<file path="src/rtl/boot_seq_pkg.sv">
package boot_seq_pkg;

  localparam logic [15:0] CODE_WARM_RST = 16'h00F0;
  localparam logic [15:0] CODE_LOAD_ARM = 16'h00E0;
  localparam logic [15:0] CODE_READ_ID  = 16'h0090;

  typedef enum logic [1:0] {
    KIND_NONE = 2'd0,
    KIND_RST  = 2'd1,
    KIND_ARM  = 2'd2,
    KIND_ID   = 2'd3
  } cmd_kind_e;

endpackage

</file>
<file path="src/rtl/boot_rst_sync.sv">
module boot_rst_sync #(
  parameter int STAGES = 2
) (
  input  logic clk,
  input  logic rst_n,
  output logic arst_n
);
  logic [STAGES-1:0] sync_q;

  always_ff @(posedge clk or negedge rst_n) begin
    if (!rst_n) sync_q <= '0;
    else        sync_q <= {sync_q[STAGES-2:0], 1'b1};
  end

  assign arst_n = sync_q[STAGES-1];
endmodule

</file>
<file path="src/rtl/boot_cmd_decode.sv">
module boot_cmd_decode
  import boot_seq_pkg::*;
(
  input  logic [15:0] wr_data,
  output cmd_kind_e   kind,
  output logic        is_zero
);
  always_comb begin
    unique case (wr_data)
      CODE_WARM_RST: kind = KIND_RST;
      CODE_LOAD_ARM: kind = KIND_ARM;
      CODE_READ_ID:  kind = KIND_ID;
      default:       kind = KIND_NONE;
    endcase
  end

  assign is_zero = (wr_data == 16'h0000);
endmodule

</file>
<file path="src/rtl/boot_sector_calc.sv">
module boot_sector_calc #(
  parameter int          BLK_W        = 12,
  parameter int          PPB_W        = 6,
  parameter int          SPP_W        = 2,
  parameter logic [11:0] DENSITY_MASK = 12'h200,
  localparam int         PG_W         = PPB_W + SPP_W,
  localparam int         SEC_W        = BLK_W + PG_W
) (
  input  logic [15:0]      blk_addr,
  input  logic [15:0]      page_addr,
  output logic [SEC_W-1:0] sector,
  output logic [15:0]      page_next
);
  localparam logic [PG_W-1:0] PAGE_STEP = PG_W'(1 << SPP_W);

  logic [BLK_W-1:0] blk_field;
  logic [PG_W-1:0]  page_field;

  // Top address bit selects the upper-die density merge
  assign blk_field  = blk_addr[BLK_W-1:0] |
                      (blk_addr[15] ? BLK_W'(DENSITY_MASK) : '0);
  assign page_field = page_addr[PG_W-1:0];

  // Block field above page-in-block above sector-in-page
  assign sector     = {blk_field, page_field};
  assign page_next  = {{(16-PG_W){1'b0}}, page_field + PAGE_STEP};
endmodule

</file>
<file path="src/rtl/boot_cmd_seq.sv">
module boot_cmd_seq
  import boot_seq_pkg::*;
#(
  parameter int          BLK_W        = 12,
  parameter int          PPB_W        = 6,
  parameter int          SPP_W        = 2,
  parameter logic [11:0] DENSITY_MASK = 12'h200,
  parameter int          SYNC_STAGES  = 2,
  localparam int         SEC_W        = BLK_W + PPB_W + SPP_W
) (
  input  logic             clk,
  input  logic             rst_n,
  input  logic             wr_en,
  input  logic             win_hit,
  input  logic [15:0]      wr_data,
  input  logic [15:0]      blk_addr,
  input  logic [15:0]      page_addr,
  input  logic [15:0]      mfr_id,
  input  logic [15:0]      dev_id,
  input  logic [15:0]      prot_stat,
  output logic             rst_req,
  output logic             load_req,
  output logic [SEC_W-1:0] load_sector,
  output logic             page_upd_we,
  output logic [15:0]      page_upd_data,
  output logic             id_we,
  output logic [7:0]       id_byte0,
  output logic [7:0]       id_byte1,
  output logic [7:0]       id_byte2
);
  logic             arst_n;
  cmd_kind_e        kind;
  logic             is_zero;
  logic [SEC_W-1:0] sec_calc;
  logic [15:0]      page_calc;

  boot_rst_sync #(.STAGES(SYNC_STAGES)) u_sync (
    .clk(clk), .rst_n(rst_n), .arst_n(arst_n)
  );

  boot_cmd_decode u_dec (
    .wr_data(wr_data), .kind(kind), .is_zero(is_zero)
  );

  boot_sector_calc #(
    .BLK_W(BLK_W), .PPB_W(PPB_W), .SPP_W(SPP_W), .DENSITY_MASK(DENSITY_MASK)
  ) u_calc (
    .blk_addr(blk_addr), .page_addr(page_addr),
    .sector(sec_calc), .page_next(page_calc)
  );

  // State and output registers
  logic             armed_q, armed_d;
  logic             rst_q, rst_d;
  logic             load_q, load_d;
  logic             id_q, id_d;
  logic [SEC_W-1:0] sec_q;
  logic [15:0]      pg_q;
  logic [7:0]       b0_q, b1_q, b2_q;

  logic hit;
  assign hit = wr_en && win_hit;

  // Next-state logic
  always_comb begin
    armed_d = armed_q;
    rst_d   = 1'b0;
    load_d  = 1'b0;
    id_d    = 1'b0;
    if (hit) begin
      if (armed_q) begin
        armed_d = 1'b0;
        load_d  = is_zero;
      end else begin
        unique case (kind)
          KIND_RST: rst_d   = 1'b1;
          KIND_ARM: armed_d = 1'b1;
          KIND_ID:  id_d    = 1'b1;
          default:  ;
        endcase
      end
    end
  end

  always_ff @(posedge clk or negedge arst_n) begin
    if (!arst_n) begin
      armed_q <= 1'b0;
      rst_q   <= 1'b0;
      load_q  <= 1'b0;
      id_q    <= 1'b0;
    end else begin
      armed_q <= armed_d;
      rst_q   <= rst_d;
      load_q  <= load_d;
      id_q    <= id_d;
    end
  end

  // Payload registers, enabled only by their own strobe
  always_ff @(posedge clk or negedge arst_n) begin
    if (!arst_n) begin
      sec_q <= '0;
      pg_q  <= '0;
    end else if (load_d) begin
      sec_q <= sec_calc;
      pg_q  <= page_calc;
    end
  end

  always_ff @(posedge clk or negedge arst_n) begin
    if (!arst_n) begin
      b0_q <= '0;
      b1_q <= '0;
      b2_q <= '0;
    end else if (id_d) begin
      b0_q <= mfr_id[7:0];
      b1_q <= dev_id[7:0];
      b2_q <= prot_stat[7:0];
    end
  end

  assign rst_req       = rst_q;
  assign load_req      = load_q;
  assign load_sector   = sec_q;
  assign page_upd_we   = load_q;
  assign page_upd_data = pg_q;
  assign id_we         = id_q;
  assign id_byte0      = b0_q;
  assign id_byte1      = b1_q;
  assign id_byte2      = b2_q;

  // Strobes never overlap
  a_r2_strobes_exclusive: assert property (@(posedge clk) disable iff (!arst_n)
    $onehot0({rst_req, load_req, id_we}));

  // A load fires only after a zero-data window write
  a_r4_load_after_zero: assert property (@(posedge clk) disable iff (!arst_n)
    load_req |-> $past(wr_en && win_hit && wr_data == 16'h0000));

  // Page advance is one page modulo the low byte
  a_r5_page_step: assert property (@(posedge clk) disable iff (!arst_n)
    page_upd_we |-> page_upd_data == {8'h00, $past(page_addr[7:0]) + 8'd4});

  // Load disarms the sequencer
  a_r4_disarm: assert property (@(posedge clk) disable iff (!arst_n)
    load_req |-> !armed_q);

  // Identity bytes track the inputs at the command write
  a_r7_id_bytes: assert property (@(posedge clk) disable iff (!arst_n)
    id_we |-> (id_byte0 == $past(mfr_id[7:0]) && id_byte2 == $past(prot_stat[7:0])));

  // Reset request follows an unarmed reset code
  a_r2_reset_code: assert property (@(posedge clk) disable iff (!arst_n)
    rst_req |-> $past(wr_data == 16'h00F0 && wr_en && win_hit));

endmodule

</file>
<file path="config.mk">
export PLATFORM = sky130hd
export DESIGN_NAME = boot_cmd_seq
export DESIGN_NICKNAME = d
export VERILOG_FILES = /design/src/rtl/boot_seq_pkg.sv /design/src/rtl/boot_rst_sync.sv /design/src/rtl/boot_cmd_decode.sv /design/src/rtl/boot_sector_calc.sv /design/src/rtl/boot_cmd_seq.sv
export SDC_FILE = /design/constraint.sdc
export NUM_CORES = 1
export LEC_CHECK = 0
export ABC_AREA = 1
export BUFFER_PORTS_ARGS = -buffer_cell sky130_fd_sc_hd__buf_2
export CAP_MARGIN = 20
export CELL_PAD_IN_SITES_DETAIL_PLACEMENT = 1
export CELL_PAD_IN_SITES_GLOBAL_PLACEMENT = 1
export CORE_UTILIZATION = 29
export CTS_CLUSTER_SIZE = 20
export DETAILED_ROUTE_END_ITERATION = 12
export GPL_TIMING_DRIVEN = 0
export HOLD_SLACK_MARGIN = 0.02
export PLACE_DENSITY_LB_ADDON = 0.3
export SYNTH_ARGS = -nofsm -noshare
export SYNTH_HDL_FRONTEND = slang
export SYNTH_SLANG_ARGS = --single-unit
</file>
<file path="constraint.sdc">
create_clock -name clk -period 2 [get_ports clk]
set_input_delay 0.3 -clock clk [delete_from_list [all_inputs] [get_ports clk]]
set_output_delay 0.3 -clock clk [all_outputs]
set_load 0.02 [all_outputs]
</file>
# Yosys cells after proc, flatten, opt, wreduce, memory -nomap -nowiden
# Cells that the tools add are included.
[op_classes]
addsub = 1
n_eq_ne = 6
mux = 12
n_bitwise = 1
n_reduce_logical = 2
[op_table]
columns = ["cell", "count"]
rows = [
  ["16-bit by 8-bit == test with 1-bit output (second input constant)", 3],
  ["16-bit zero test", 1],
  ["12-bit bitwise OR", 1],
  ["1-bit 2-to-1 mux", 10],
  ["10-bit 2-to-1 mux", 1],
  ["8-bit by 3-bit adder with 8-bit output (second input constant)", 1],
  ["2-bit case mux with 3 select lines", 1],
  ["2-bit == test (second input constant)", 2],
  ["2-bit by 1-bit == test with 1-bit output (second input constant)", 1],
  ["1-bit logical AND", 1],
]
[word_totals]
register_bits = 58
in_bits = 100
output_inout_bits = 64

# Longest topological paths before layout
[logic_depth]
ltp_word = 6
mapped_depth = 9
depth_no_buf = 9

# By module
# A second synthesis with hierarchy kept.
[hier_totals]
cells_unflattened = 379
area_unflattened_um2 = 3236.9
[by_module_without_submodules]
columns = ["module", "instances", "cells_per_inst", "area_per_inst_um2"]
rows = [
  ["boot_cmd_seq", 1, 302, 2752.6],
  ["boot_sector_calc", 1, 48, 324.1],
  ["boot_cmd_decode", 1, 26, 106.4],
  ["boot_rst_sync", 1, 3, 53.8],
]

# Least setup slack after synthesis
# No wires, ideal clock.
[synth_timing]
kind = "input-to-reg"
from = "input port wr_data[15]"
to = "register pg_q[3] (netlist: page_upd_data[3])"
arrival_time_ns = 1.128
t_required_ns = 1.884
path_slack_ns = 0.756
stages = 8
cell_sequence = "nor2_1 > nand2_1 > nor2_4 > nand3_1 > buf_2 > buf_6 > nand2_1 > nand2_1"
[synth_between]
elab_chain_len = 3
[synth_lines]
columns = ["element", "line", "text"]
rows = [
  ["from (decl)", "boot_cmd_seq.sv:15", "input logic [15:0] wr_data,"],
  ["16-bit zero test", "boot_cmd_decode.sv:17", "assign is_zero = (wr_data == 16'h0000);"],
  ["1-bit 2-to-1 mux", "boot_cmd_seq.sv:71", "if (armed_q) begin"],
  ["1-bit 2-to-1 mux", "boot_cmd_seq.sv:70", "if (hit) begin"],
  ["to (signal assigned)", "boot_cmd_seq.sv:106", "pg_q <= page_calc;"],
  ["to (decl)", "boot_cmd_seq.sv:58", "logic [15:0] pg_q;"],
]
# Every way passes these cells.
# A chain may end at the register's enable or synchronous reset.

==> impl_metrics.tcl <==
set metrics [dict create \
    power_switching_uw 442 \
    synth-simple-area-share 0.320 \
    die_area_sq_um 8990 \
    n_fill_cell 1048 \
    r2r-start "armed_q$_DFFE_PN0P_" \
    grt_pass1_vias 2320 \
    pwr_density_cell_nw_per_um2 569 \
    layout_setup_ws_ps 695 \
    grt_pass1_wl_um 10700 \
    htreeDepth 2 \
    path_clk_slew_ps 100 \
    insertion_delay_ps 300 \
    dp_hpwl_um 5180 \
    swShare 0.229 \
    final.period_utilization 0.653 \
    synthFlopType "dfrtp_1" \
    startpoint "load_sector[1]$_DFFE_PN0P_" \
    synth_top_family_by_area "simple AND/OR/NAND/NOR gates" \
    ys_seq_elements 56 \
    pwr-share-comb 0.076 \
    drt_wl_total_um 6550 \
    synth_edf_count 0 \
    grt-ovfl-total 0 \
    port_buffers 120 \
    ff2ff_setup_slack_ps 700 \
    p_leak_nw 2.07 \
    r2r_cells 7 \
    area.growth.synth_to_final_pct 35.5 \
    dp_slack_ps 484 \
    endpoint "page_upd_data[1]" \
    grtUsageTotal 0.151 \
    route.detailed.drc 0 \
    post_cts.repair.setup_buffers 0 \
    final_core_util 0.410 \
    finalClockSkew_ps 9.76 \
    finalSetupViolCount 0 \
    tritoncts "done" \
    nets 528 \
    mostFrequentLayoutCells "133 x nand2_1, 124 x buf_2, 55 x dfrtp_1" \
    boundaryPins 164 \
    hold_class "primary input to flop" \
    fmax_mhz 766 \
    synth.area.mux_share 0 \
    syn_area_sq_um 2500 \
    rows 33 \
    cap_violations 0 \
    drt_iter0_markers 42 \
    ys.warnings.count 0 \
    critPathArrivalTime_ps 1010 \
    synthArstFlopShare 1.00 \
    cts_sinks 56 \
    hold_ws_ps 183 \
    synth_xor_area_frac 0.0105 \
    dpl-instance-area_sq_um 3280 \
    r2r-end "load_sector[10]$_DFFE_PN0P_" \
    core_sq_um 8260 \
    synth_area_per_cell_sq_um 8.59 \
    outcome "completed" \
    diodes 0 \
    synth-compound-area-share 0.0125 \
    hold_viol 0 \
    worstSetupStartpointType "flop" \
    cp_data_required_time_ps 1700 \
    synth_top_cell_area_share 0.561 \
    final_area_sq_um 3390 \
    viasPerCell 4.38 \
    criticalPathCategory "flop to output port" \
    dr.pass1.iters 4 \
    clock_power_share 0.332 \
    cts_resized 0 \
    postCtsHoldBufs 1 \
    drtAntennaViolNets 0 \
    synth_area_leaders "dfrtp_1 56%, nand2_1 20%, nand3_1 5.6%" \
    end_kind "output port" \
    final_common_cell "nand2_1" \
    drive_gt1_frac 0.383 \
    via_count 2335 \
    cp_max_fo 3 \
    synth_top_area_cell "dfrtp_1" \
    seq_power_share 0.592 \
    postSynthCellCount 291 \
    finalMaxSlewViolations 0 \
    antenna_found_initial 0 \
    synth-adder-area-share 0.00501 \
    intPower_mw 1.49 \
    synth_cell_type_count 25 \
    synth-seq-area-share 0.561 \
    final.min_clock_period_ps 1310 \
    die_w_um 94.8 \
    root_buffer "clkbuf_8" \
    ir_drop_v 0.000232 \
    rsz0062_at_grt "no" \
    gp_congestion 0.758 \
    die_y_um 94.8 \
    start_util 0.303 \
    hold_depth 3 \
    grt_max_degree 38 \
    cts_buffers 5 \
    clock_path_buffers 2 \
    wl_per_cell_um 12.3 \
]
-- layout make-up --
type	instances	area, sq um	share of cell area
tap	105	131	0.0388
inverter	15	56.3	0.0166
buffer	22	163	0.0480
timing repair buffer	122	631	0.186
sequential	56	1400	0.414
clock buffer	6	82.6	0.0244
clock inverter	2	15.0	0.00443
multi-input combinational	205	905	0.267
-- power by group through the flow --
stage | sequential [mW] | combinational [mW] | clock (mW)
after global routing | 1.14 | 0.164 | 0.722
after CTS | 1.14 | 0.148 | 0.685
after detailed placement | 1.16 | 0.146 | 0
after floorplan | 1.17 | 0.0517 | 0
after global placement | 1.18 | 0.123 | 0
final | 1.14 | 0.146 | 0.640
-- worst max-delay path: stages (launching register included) --
cell     delay (ps)
dfrtp_1         420
buf_4           140
buf_2           150
-- per-stage QoR --
step	TNS, ps	power (mW)	instances
detailed placement	0	1.31	524
global route	0	2.03	533
CTS	0	1.98	533
floorplan	0	1.22	298
global placement	-24950	1.30	523
finish	0	1.93	533
-- cell usage after synthesis (2+ instances only) --
cell,n
buf_4,14
dfrtp_1,56
o21ai_1,3
xor2_1,2
inv_2,3
nor2_4,3
nand2_1,133
conb_1,2
nand2_2,2
inv_1,12
buf_6,3
nand3_1,28
buf_2,4
nor2_1,13
nand4_1,2
nor2_2,2
-- cell families (layout without fill, tap and decap cells) --
| logic type | after synthesis | after routing |
|---|---|---|
| adders and majority gates | 1 | 1 |
| xor gates and xnor gates | 3 | 3 |
| buffers and inverters | 37 | 167 |
| other | 2 | 9 |
| and+or+nand+nor | 188 | 188 |
| DFF | 56 | 56 |
| AOI/OAI and AO/OA | 4 | 4 |
-- worst min-delay path by stage --
stage	from	end	slack, ps
after global placement	rst_n	u_sync.sync_q[0]$_DFF_PN0_	90
after floorplan	rst_n	u_sync.sync_q[0]$_DFF_PN0_	4
after CTS	blk_addr[10]	load_sector[18]$_DFFE_PN0P_	170
final	blk_addr[11]	load_sector[19]$_DFFE_PN0P_	180
after global routing	page_addr[0]	load_sector[0]$_DFFE_PN0P_	170
after detailed placement	rst_n	u_sync.sync_q[0]$_DFF_PN0_	90
-- layer usage --
metal	up-vias	part of all wire	GRT usage
met5	-	0	0
met4	0	0.0087	0.0366
met3	6	0.082	0.0459
met2	86	0.48	0.272
met1	1100	0.43	0.174
li1	1143	-	-
-- state kept, by name, indices dropped and copies added, names as in the netlist --
name           flops
id_we              1
u_sync.sync_q      2
id_byte2           8
id_byte1           8
load_req           1
id_byte0           8
armed_q            1
page_upd_data      6
load_sector       20
rst_req            1
Note: power is estimated with default switching activity, not from simulation.
